$ cat config.mk
export PLATFORM = sky130hd
export DESIGN_NAME = uart_break_rx
export DESIGN_NICKNAME = d
export VERILOG_FILES = /design/src/rtl/uart_break_rx_pkg.sv /design/src/rtl/uart_break_rx_ctl.sv /design/src/rtl/uart_break_rx_dp.sv /design/src/rtl/uart_break_rx_brk.sv /design/src/rtl/uart_break_rx.sv
export SDC_FILE = /design/constraint.sdc
export NUM_CORES = 1
export LEC_CHECK = 0
export ABC_AREA = 1
export BUFFER_PORTS_ARGS = -buffer_cell sky130_fd_sc_hd__clkbuf_2
export CORE_MARGIN = 4
export CORE_UTILIZATION = 45
export CTS_BUF_LIST = sky130_fd_sc_hd__clkbuf_2 sky130_fd_sc_hd__clkbuf_4 sky130_fd_sc_hd__clkbuf_8
export DETAILED_ROUTE_END_ITERATION = 8
export HOLD_SLACK_MARGIN = 0.1
export PLACE_DENSITY_LB_ADDON = 0.2
export SLEW_MARGIN = 40
export SYNTH_ARGS = -nofsm -noshare
export SYNTH_HDL_FRONTEND = slang
export SYNTH_HIERARCHICAL = 1
export SYNTH_SLANG_ARGS = --single-unit
$ cat constraint.sdc
create_clock -name clk -period 2.3 [get_ports clk]
set_input_delay 0.46 -clock clk [delete_from_list [all_inputs] [get_ports clk]]
set_output_delay 0.46 -clock clk [all_outputs]
set_load 0.01 [all_outputs]
$ cat src/rtl/uart_break_rx_pkg.sv
package uart_break_rx_pkg;

  typedef enum logic [1:0] {
    RX_IDLE,
    RX_START,
    RX_DATA,
    RX_STOP
  } rxState_e;

  // Strobes from the bit-timing control to the datapath, valid for one cycle
  typedef struct packed {
    logic capA;    // take first vote sample
    logic capB;    // take second vote sample
    logic decide;  // third sample present: vote now
    logic isStop;  // the vote belongs to the stop bit
    logic nine;    // frame carries nine data bits
  } rxStrobe_t;

endpackage

$ cat src/rtl/uart_break_rx_ctl.sv
module uart_break_rx_ctl
  import uart_break_rx_pkg::*;
#(
  parameter int OVERSAMPLE = 16
) (
  input  logic      clk,
  input  logic      rstN,
  input  logic      tick16,
  input  logic      rxS,
  input  logic      nineBitMode,
  output rxStrobe_t strb
);

  localparam int CW  = $clog2(OVERSAMPLE);
  localparam int MID = OVERSAMPLE / 2;
  localparam logic [CW-1:0] TICK_A   = CW'(MID - 1);
  localparam logic [CW-1:0] TICK_B   = CW'(MID);
  localparam logic [CW-1:0] TICK_C   = CW'(MID + 1);
  localparam logic [CW-1:0] TICK_TOP = CW'(OVERSAMPLE - 1);

  rxState_e      state;
  logic [CW-1:0] cnt;
  logic [CW-1:0] nxt;
  logic [3:0]    bitIdx;
  logic [3:0]    lastIdx;
  logic          lastS;
  logic          nineLat;
  logic          active;

  assign nxt     = (cnt == TICK_TOP) ? '0 : cnt + 1'b1;
  assign lastIdx = nineLat ? 4'd8 : 4'd7;

  always_ff @(posedge clk or negedge rstN) begin
    if (!rstN) begin
      state   <= RX_IDLE;
      cnt     <= '0;
      bitIdx  <= '0;
      lastS   <= 1'b1;
      nineLat <= 1'b0;
    end else if (tick16) begin
      lastS <= rxS;
      case (state)
        RX_IDLE: begin
          if (lastS && !rxS) begin
            state   <= RX_START;
            cnt     <= '0;
            nineLat <= nineBitMode;
          end
        end
        RX_START: begin
          cnt <= nxt;
          if (nxt == TICK_B && rxS) begin
            state <= RX_IDLE;
          end else if (nxt == '0) begin
            state  <= RX_DATA;
            bitIdx <= '0;
          end
        end
        RX_DATA: begin
          cnt <= nxt;
          if (nxt == '0) begin
            if (bitIdx == lastIdx) state <= RX_STOP;
            else bitIdx <= bitIdx + 4'd1;
          end
        end
        RX_STOP: begin
          cnt <= nxt;
          if (nxt == TICK_C) state <= RX_IDLE;
        end
        default: state <= RX_IDLE;
      endcase
    end
  end

  assign active = tick16 && (state == RX_DATA || state == RX_STOP);

  always_comb begin
    strb        = '0;
    strb.capA   = active && (nxt == TICK_A);
    strb.capB   = active && (nxt == TICK_B);
    strb.decide = active && (nxt == TICK_C);
    strb.isStop = (state == RX_STOP);
    strb.nine   = nineLat;
  end

  // the data bit index never runs past the last bit of the frame size
  a_r4_bit_index_range: assert property (@(posedge clk) disable iff (!rstN)
    (state == RX_DATA) |-> (bitIdx <= lastIdx));

  // the three vote strobes come on distinct cycles
  a_r2_strobes_exclusive: assert property (@(posedge clk) disable iff (!rstN)
    $onehot0({strb.capA, strb.capB, strb.decide}));

  // leaving the start bit for data requires having passed mid-bit low
  a_r1_start_to_data: assert property (@(posedge clk) disable iff (!rstN)
    (state == RX_DATA && $past(state) == RX_START) |-> $past(cnt) == TICK_TOP);

endmodule

$ cat src/rtl/uart_break_rx_dp.sv
module uart_break_rx_dp
  import uart_break_rx_pkg::*;
#(
  parameter int DATA_BITS = 8
) (
  input  logic                 clk,
  input  logic                 rstN,
  input  logic                 rxLine,
  input  rxStrobe_t            strb,
  input  logic                 rxClear,
  input  logic                 statClear,
  output logic                 rxS,
  output logic [DATA_BITS-1:0] rxData,
  output logic                 rxBit9,
  output logic                 rxIrq,
  output logic                 frameErr
);

  localparam int SW = DATA_BITS + 1;

  logic          syncA;
  logic          sA;
  logic          sB;
  logic          vote;
  logic [SW-1:0] shiftReg;
  logic          frameOk;
  logic          frameBad;

  // two-stage synchronizer, idle high
  always_ff @(posedge clk or negedge rstN) begin
    if (!rstN) begin
      syncA <= 1'b1;
      rxS   <= 1'b1;
    end else begin
      syncA <= rxLine;
      rxS   <= syncA;
    end
  end

  assign vote     = (sA & sB) | (sA & rxS) | (sB & rxS);
  assign frameOk  = strb.decide && strb.isStop && vote;
  assign frameBad = strb.decide && strb.isStop && !vote;

  always_ff @(posedge clk or negedge rstN) begin
    if (!rstN) begin
      sA       <= 1'b1;
      sB       <= 1'b1;
      shiftReg <= '0;
    end else begin
      if (strb.capA) sA <= rxS;
      if (strb.capB) sB <= rxS;
      if (strb.decide && !strb.isStop) shiftReg <= {vote, shiftReg[SW-1:1]};
    end
  end

  always_ff @(posedge clk or negedge rstN) begin
    if (!rstN) begin
      rxData   <= '0;
      rxBit9   <= 1'b0;
      rxIrq    <= 1'b0;
      frameErr <= 1'b0;
    end else begin
      if (frameOk) begin
        if (strb.nine) begin
          rxData <= shiftReg[DATA_BITS-1:0];
          rxBit9 <= shiftReg[SW-1];
        end else begin
          rxData <= shiftReg[SW-1:1];
          rxBit9 <= 1'b0;
        end
      end
      if (frameOk) rxIrq <= 1'b1;
      else if (rxClear) rxIrq <= 1'b0;
      if (frameBad) frameErr <= 1'b1;
      else if (statClear) frameErr <= 1'b0;
    end
  end

  // a clear with no frame completing leaves the interrupt low
  a_r10_irq_cleared: assert property (@(posedge clk) disable iff (!rstN)
    (rxClear && !frameOk) |=> !rxIrq);

  // received data only moves when a frame ends
  a_r5_data_holds: assert property (@(posedge clk) disable iff (!rstN)
    !(strb.decide && strb.isStop) |=> $stable(rxData));

  // a rejected stop bit never raises the interrupt
  a_r5_bad_no_irq: assert property (@(posedge clk) disable iff (!rstN)
    (frameBad && !rxIrq) |=> !rxIrq);

endmodule

$ cat src/rtl/uart_break_rx_brk.sv
module uart_break_rx_brk #(
  parameter int OVERSAMPLE = 16,
  parameter int BREAK_BITS = 11
) (
  input  logic clk,
  input  logic rstN,
  input  logic tick16,
  input  logic rxS,
  input  logic brkRstEn,
  input  logic statClear,
  output logic breakFlag,
  output logic breakRstReq
);

  localparam int LIMIT = OVERSAMPLE * BREAK_BITS;
  localparam int BW    = $clog2(LIMIT + 1);
  localparam logic [BW-1:0] LAST = BW'(LIMIT - 1);
  localparam logic [BW-1:0] SAT  = BW'(LIMIT);

  logic [BW-1:0] lowCnt;
  logic          armed;
  logic          hit;

  assign hit = tick16 && !rxS && armed && (lowCnt == LAST);

  always_ff @(posedge clk or negedge rstN) begin
    if (!rstN) begin
      lowCnt <= '0;
      armed  <= 1'b1;
    end else if (tick16) begin
      if (rxS) begin
        lowCnt <= '0;
        armed  <= 1'b1;
      end else begin
        if (lowCnt != SAT) lowCnt <= lowCnt + 1'b1;
        if (hit) armed <= 1'b0;
      end
    end
  end

  always_ff @(posedge clk or negedge rstN) begin
    if (!rstN) begin
      breakFlag   <= 1'b0;
      breakRstReq <= 1'b0;
    end else begin
      breakRstReq <= hit && brkRstEn;
      if (hit) breakFlag <= 1'b1;
      else if (statClear) breakFlag <= 1'b0;
    end
  end

  // the reset request lasts a single cycle
  a_r8_req_single: assert property (@(posedge clk) disable iff (!rstN)
    breakRstReq |=> !breakRstReq);

  // no reset request without the enable
  a_r8_req_enabled: assert property (@(posedge clk) disable iff (!rstN)
    breakRstReq |-> $past(brkRstEn));

  // a reset request always comes with the status flag
  a_r7_req_with_flag: assert property (@(posedge clk) disable iff (!rstN)
    breakRstReq |-> breakFlag);

  // the detector rearms only after a high sample
  a_r9_rearm_on_high: assert property (@(posedge clk) disable iff (!rstN)
    $rose(armed) |-> $past(rxS));

endmodule

$ cat src/rtl/uart_break_rx.sv
module uart_break_rx
  import uart_break_rx_pkg::*;
#(
  parameter int OVERSAMPLE = 16,
  parameter int BREAK_BITS = 11,
  parameter int DATA_BITS  = 8
) (
  input  logic                 clk,
  input  logic                 rstN,
  input  logic                 rxLine,
  input  logic                 tick16,
  input  logic                 nineBitMode,
  input  logic                 errRemapSel,
  input  logic                 modeBitIn,
  input  logic                 brkRstEn,
  input  logic                 rxClear,
  input  logic                 statClear,
  output logic [DATA_BITS-1:0] rxData,
  output logic                 rxBit9,
  output logic                 rxIrq,
  output logic                 frameErr,
  output logic                 breakFlag,
  output logic                 breakRstReq,
  output logic                 ctlBit7
);

  rxStrobe_t strb;
  logic      rxS;

  uart_break_rx_ctl #(.OVERSAMPLE(OVERSAMPLE)) u_ctl (
    .clk(clk), .rstN(rstN), .tick16(tick16), .rxS(rxS),
    .nineBitMode(nineBitMode), .strb(strb)
  );

  uart_break_rx_dp #(.DATA_BITS(DATA_BITS)) u_dp (
    .clk(clk), .rstN(rstN), .rxLine(rxLine), .strb(strb),
    .rxClear(rxClear), .statClear(statClear), .rxS(rxS),
    .rxData(rxData), .rxBit9(rxBit9), .rxIrq(rxIrq), .frameErr(frameErr)
  );

  uart_break_rx_brk #(.OVERSAMPLE(OVERSAMPLE), .BREAK_BITS(BREAK_BITS)) u_brk (
    .clk(clk), .rstN(rstN), .tick16(tick16), .rxS(rxS),
    .brkRstEn(brkRstEn), .statClear(statClear),
    .breakFlag(breakFlag), .breakRstReq(breakRstReq)
  );

  assign ctlBit7 = errRemapSel ? frameErr : modeBitIn;

endmodule

# Word level (Yosys, flattened, before mapping)
# Cells that the tools add are included.
dict set report totals {
  in_bits 10
  elab_cells 105
  output_inout_bits 14
  reg_bits 47
}
dict set report op_classes {
  n_eq_ne 18
  add_sub_neg 3
  reduce_logical 33
  mux 28
  bitwise 5
}
# op count
set ops {}
lappend ops {{$mux 4} 7}
lappend ops {{$mux 8} 3}
lappend ops {{$pmux 4 s2} 2}
lappend ops {{$logic_and 1x1->1} 14}
lappend ops {{$eq 4x4->1 const B} 3}
lappend ops {{$mux 2} 6}
lappend ops {{$reduce_and 6->1} 2}
lappend ops {{$reduce_bool 2->1} 6}
lappend ops {{$mux 1} 9}
lappend ops {{$add 4x1->4 const B} 2}
lappend ops {{$add 8x1->8 const B} 1}
lappend ops {{$eq 8x8->1 const B} 1}
lappend ops {{$ne 2x1->1 const B} 4}
lappend ops {{$ne 8x8->1 const B} 1}
lappend ops {{$pmux 2 s4} 1}
lappend ops {{$ne 2x2->1 const B} 3}
lappend ops {{$reduce_and 2->1} 3}
lappend ops {{$eq 2x2->1 const B} 2}
lappend ops {{$eq 4x3->1 const B} 1}
lappend ops {{$eq 4x4->1} 1}
lappend ops {{$logic_not 4->1} 1}
lappend ops {{$and 1x1->1} 3}
lappend ops {{$logic_not 1->1} 3}
lappend ops {{$ne 3x1->1 const B} 1}
lappend ops {{6 further kinds} 7}

# Depth between registers and ports, before layout
dict set report logic_depth {
  ltp_word 7
  depth_mapped 12
}

# Hierarchy
# The synthesis kept the hierarchy.
# module area_per_inst_um2 seq_area_each_um2 cells_each instances
set by_module_without_submodules {}
lappend by_module_without_submodules {uart_break_rx_dp 1078.5 605.6 130 1}
lappend by_module_without_submodules {uart_break_rx_ctl 774.5 301.5 104 1}
lappend by_module_without_submodules {uart_break_rx_brk 671.9 276.5 95 1}
lappend by_module_without_submodules {uart_break_rx 15.0 0.0 4 1}

# Worst setup path after synthesis
# Ideal clock, no wire load.
dict set report synth_timing {
  kind {flip-flop to flip-flop}
  from {reg u_ctl.cnt[1]}
  to {reg u_dp.shiftReg[0]}
  setup_slack_ns 0.656
  arrival_time_ns 1.527
  stages_incl_launch_ff 12
  synth_period_minus_slack_ns 1.644
  setup_ns 0.117
  path_cell_list {dfrtp_1 > ha_1 > nor2_1 > nor2_1 > nor2_1 > nand2_1 > nor2_1 > inv_1 > nor2_4 > inv_4 > nand2_1 > o21ai_2}
}
# element line
set synth_rtl {}
lappend synth_rtl {{start, declared} uart_break_rx_ctl.sv:22} ;# logic [CW-1:0] cnt;
lappend synth_rtl {{start signal, assigned} uart_break_rx_ctl.sv:51} ;# cnt <= nxt;
lappend synth_rtl {{start signal, assigned} uart_break_rx_ctl.sv:60} ;# cnt <= nxt;
lappend synth_rtl {{start signal, assigned} uart_break_rx_ctl.sv:67} ;# cnt <= nxt;
lappend synth_rtl {{end signal, assigned} uart_break_rx_dp.sv:52} ;# if (strb.decide && !strb.isStop) shiftReg <= {vote, shiftReg[SW-1:1]};
lappend synth_rtl {{end, declared} uart_break_rx_dp.sv:25} ;# logic [SW-1:0] shiftReg;

==> flow_metrics.env <==
export IMPL_status="finished clean"
export IMPL_ant_nets=0
export IMPL_gp_congestion=0.8211
export IMPL_wl_um=4828
export IMPL_num_nets_final=377
export IMPL_clock_skew_ns=0.01473
export IMPL_finalHoldViolCount=0
export IMPL_clk_pin_slew_ns=0.09
export IMPL_synth_cell_types=34
export IMPL_first_pass_iters=4
export IMPL_layout_drive_gt1_share=0.1740
export IMPL_diodes=0
export IMPL_synthToLayoutAreaGrowth_pct=11.92
export IMPL_clockBufferDepth=2
export IMPL_synthesis_area_um2=2540
export IMPL_yosysWarningCount=6
export IMPL_startpoint_type="flip-flop"
export IMPL_grt_max_degree=48
export IMPL_p_per_area_nw_per_um2=812.9
export IMPL_die_w_um=83.13
export IMPL_num_vias=2044
export IMPL_slew_viol_final=0
export IMPL_tightest_slew_ns=0.5878
export IMPL_max_slew_margin_rel=0.6081
export IMPL_crit_family="simple AND/OR/NAND/NOR gates"
export IMPL_drc=0
export IMPL_die_area_um2=6911
export IMPL_criticalPathCategory="reg2reg"
export IMPL_cts_root_buf="clkbuf_8"
export IMPL_floorplan_initialDensity=0.4613
export IMPL_cts_sinks=47
export IMPL_drt_initial_drc_count=92
export IMPL_coreArea_um2=5507
export IMPL_ys_seq_area_frac=0.4660
export IMPL_io_buffers=23
export IMPL_cts_tree="built"
export IMPL_avgSynthCellArea_um2=7.627
export IMPL_crit_buf_inv=3
export IMPL_p_leak_nw=1.525
export IMPL_cts_setup_buffers=0
export IMPL_setup_violations=0
export IMPL_grt_pass1_wl_um=8901
export IMPL_netlist_instances=333
export IMPL_insertion_delay_ns=0.30
export IMPL_max_stage_delay_ns=0.42
export IMPL_rsz0062_at_grt="no"
export IMPL_syn_nets=349
export IMPL_place_ws_ns=0.4674
export IMPL_period_share=0.7976
export IMPL_multi_input_area_um2=1149
export IMPL_setup_ws_ns=0.4655
export IMPL_end_kind="flip-flop"
export IMPL_fill_cells=553
export IMPL_grt_pass1_vias=2089
export IMPL_crit_chain="ha_1 -> nand2_1 -> inv_2 -> nor2_1 -> nor2_1 -> nand2_1 -> nor2_1 -> inv_1 -> nor2_4 -> inv_4 -> nand2_1 -> o21ai_2"
export IMPL_ys_seq_elements=47
export IMPL_hold_path_class="in2async"
export IMPL_wl_per_cell_um=11.12
export IMPL_antenna_found_initial=0
export IMPL_crit_path_top_delay_cell="dfrtp_1"
export IMPL_cts_buffers=5
export IMPL_hpwlAfterDp_um=3527
export IMPL_cts_htree_levels=2
export IMPL_required_ns=2.50
export IMPL_cp_arrival_ns=2.04
export IMPL_rows=27
export IMPL_tns_ns=0
export IMPL_grt_usage=0.1518
export IMPL_ctsResizeCount=0
export IMPL_timing_fmax_mhz=545.1
export IMPL_io_pins=24
export IMPL_seqCellArea_um2=1184
export IMPL_max_vdd_ir_drop_mv=0.6147
export IMPL_period_minus_slack_ns=1.835
export IMPL_max_cap_violations=0
export IMPL_power_mw=2.311
export IMPL_die_y_um=83.13
export IMPL_hold_buffers=0
export IMPL_vias_per_cell=4.710
export IMPL_overflow=0
export IMPL_crit_fanout=10
## kinds of logic (layout without fill, tap and decap cells)
group / count (synthesis) / count (layout) / share of synthesized area
AND/OR/NAND/NOR: 196 / 196 / 0.3424
AO/OA/AOI/OAI: 31 / 31 / 0.06995
buffers and inverters: 50 / 79 / 0.08177
XOR/XNOR: 3 / 3 / 0.01035
adder cells (fa/ha/maj): 6 / 6 / 0.02956
flip-flops: 47 / 47 / 0.4660
## cell usage in the layout, fill, tap and decap left out, types with 3 or more instances in the layout
cell      instances
nor2_1           19
inv_2             3
nand3_2           3
o21ai_0          11
clkbuf_2         23
nand2_2           5
dfrtp_1          41
dfstp_2           6
clkbuf_8          5
ha_1              6
nor2_4            3
nand4_1           4
nand3_1          21
inv_1            42
o21ai_1          10
o21ai_2           4
nand2_1         130
nor3_1            3
## worst register-to-register path, delay by kind of cell (launching register included)
kind | cells | cell delay [ns]
compound gates | 1 | 0.05
fa+ha+maj | 1 | 0.19
buf+inv | 3 | 0.29
flops | 1 | 0.42
simple gates | 7 | 0.80
## cell type report
cell class              count  area share
clock buffers               7     0.02949
clock inverters             1     0.01056
inverters                  47     0.06470
multi-input cells         236      0.4040
flip-flops and latches     47      0.4164
well taps                  72     0.03169
repair buffers             24     0.04313
## metrics by stage
| step | hold slack, ns | cells | area, µm² | util |
|---|---|---|---|---|
| after global routing | 0.2226 | 434 | 2843 | 0.5162 |
| after floorplan | 0.1644 | 333 | 2540 | - |
| after detailed placement | 0.3508 | 426 | 2729 | 0.4956 |
| after global placement | 0.3461 | 426 | 2729 | 0.4956 |
| after CTS | 0.2333 | 434 | 2843 | 0.5162 |
| final | 0.2471 | 434 | 2843 | 0.5162 |
## sequential cells by signal, summed over array words and instances (netlist names), 4 cells and up, named ones only
signal,flops
u_ctl/bitIdx,4
u_dp/rxData,8
u_dp/shiftReg,9
u_ctl/cnt,4
u_brk/lowCnt,8
## metal layers
metal	vias to the layer above	global-route usage	share of wire
met5	-	0	0
met4	0	0.04458	0.015
met3	6	0.03175	0.039
met2	35	0.2558	0.45
met1	915	0.1966	0.50
li1	1088	-	-
## cells in the mapped netlist (all sizes together)
library cell / count / area (µm²)
nand4: 4 / 25.02
and2: 2 / 15.02
xor2: 2 / 17.52
ha: 6 / 75.07
nor2: 24 / 117.6
dfstp: 6 / 157.7
nand2: 136 / 530.5
nand3b: 1 / 7.510
nor3: 3 / 15.01
nand3: 25 / 152.7
xnor2: 1 / 8.760
a21oi: 2 / 10.01
o21ai: 25 / 140.1
buf: 3 / 23.77
o31ai: 1 / 7.510
or2: 1 / 6.260
dfrtp: 41 / 1026
clkinv: 1 / 8.760
a22oi: 1 / 7.510
o22ai: 2 / 12.51
inv: 46 / 175.2
## report_power, final
part	switching, mW	total (mW)	internal (mW)
Clock	0.266	0.615	0.349
Combinational	0.383	0.595	0.212
Sequential	0.152	1.10	0.949
## path summary, 6_finish.rpt
check | start | endpoint | slack [ns] | cells past startpoint
worst max-delay path | u_ctl/cnt[1] | u_dp/shiftReg[0] | 0.47 | 12
worst min-delay path | rstN | u_brk/lowCnt[5] | 0.25 | 2
worst max register to register | u_ctl/cnt[1] | u_dp/shiftReg[0] | 0.47 | 12
worst min register to register | u_dp/syncA | u_dp/rxS | 0.36 | 0
max in group asynchronous | rstN | u_ctl/bitIdx[0] | 1.65 | 2
min in group clk | rxLine | u_dp/syncA | 0.25 | 1
Note: power is estimated with default switching activity, not from simulation.
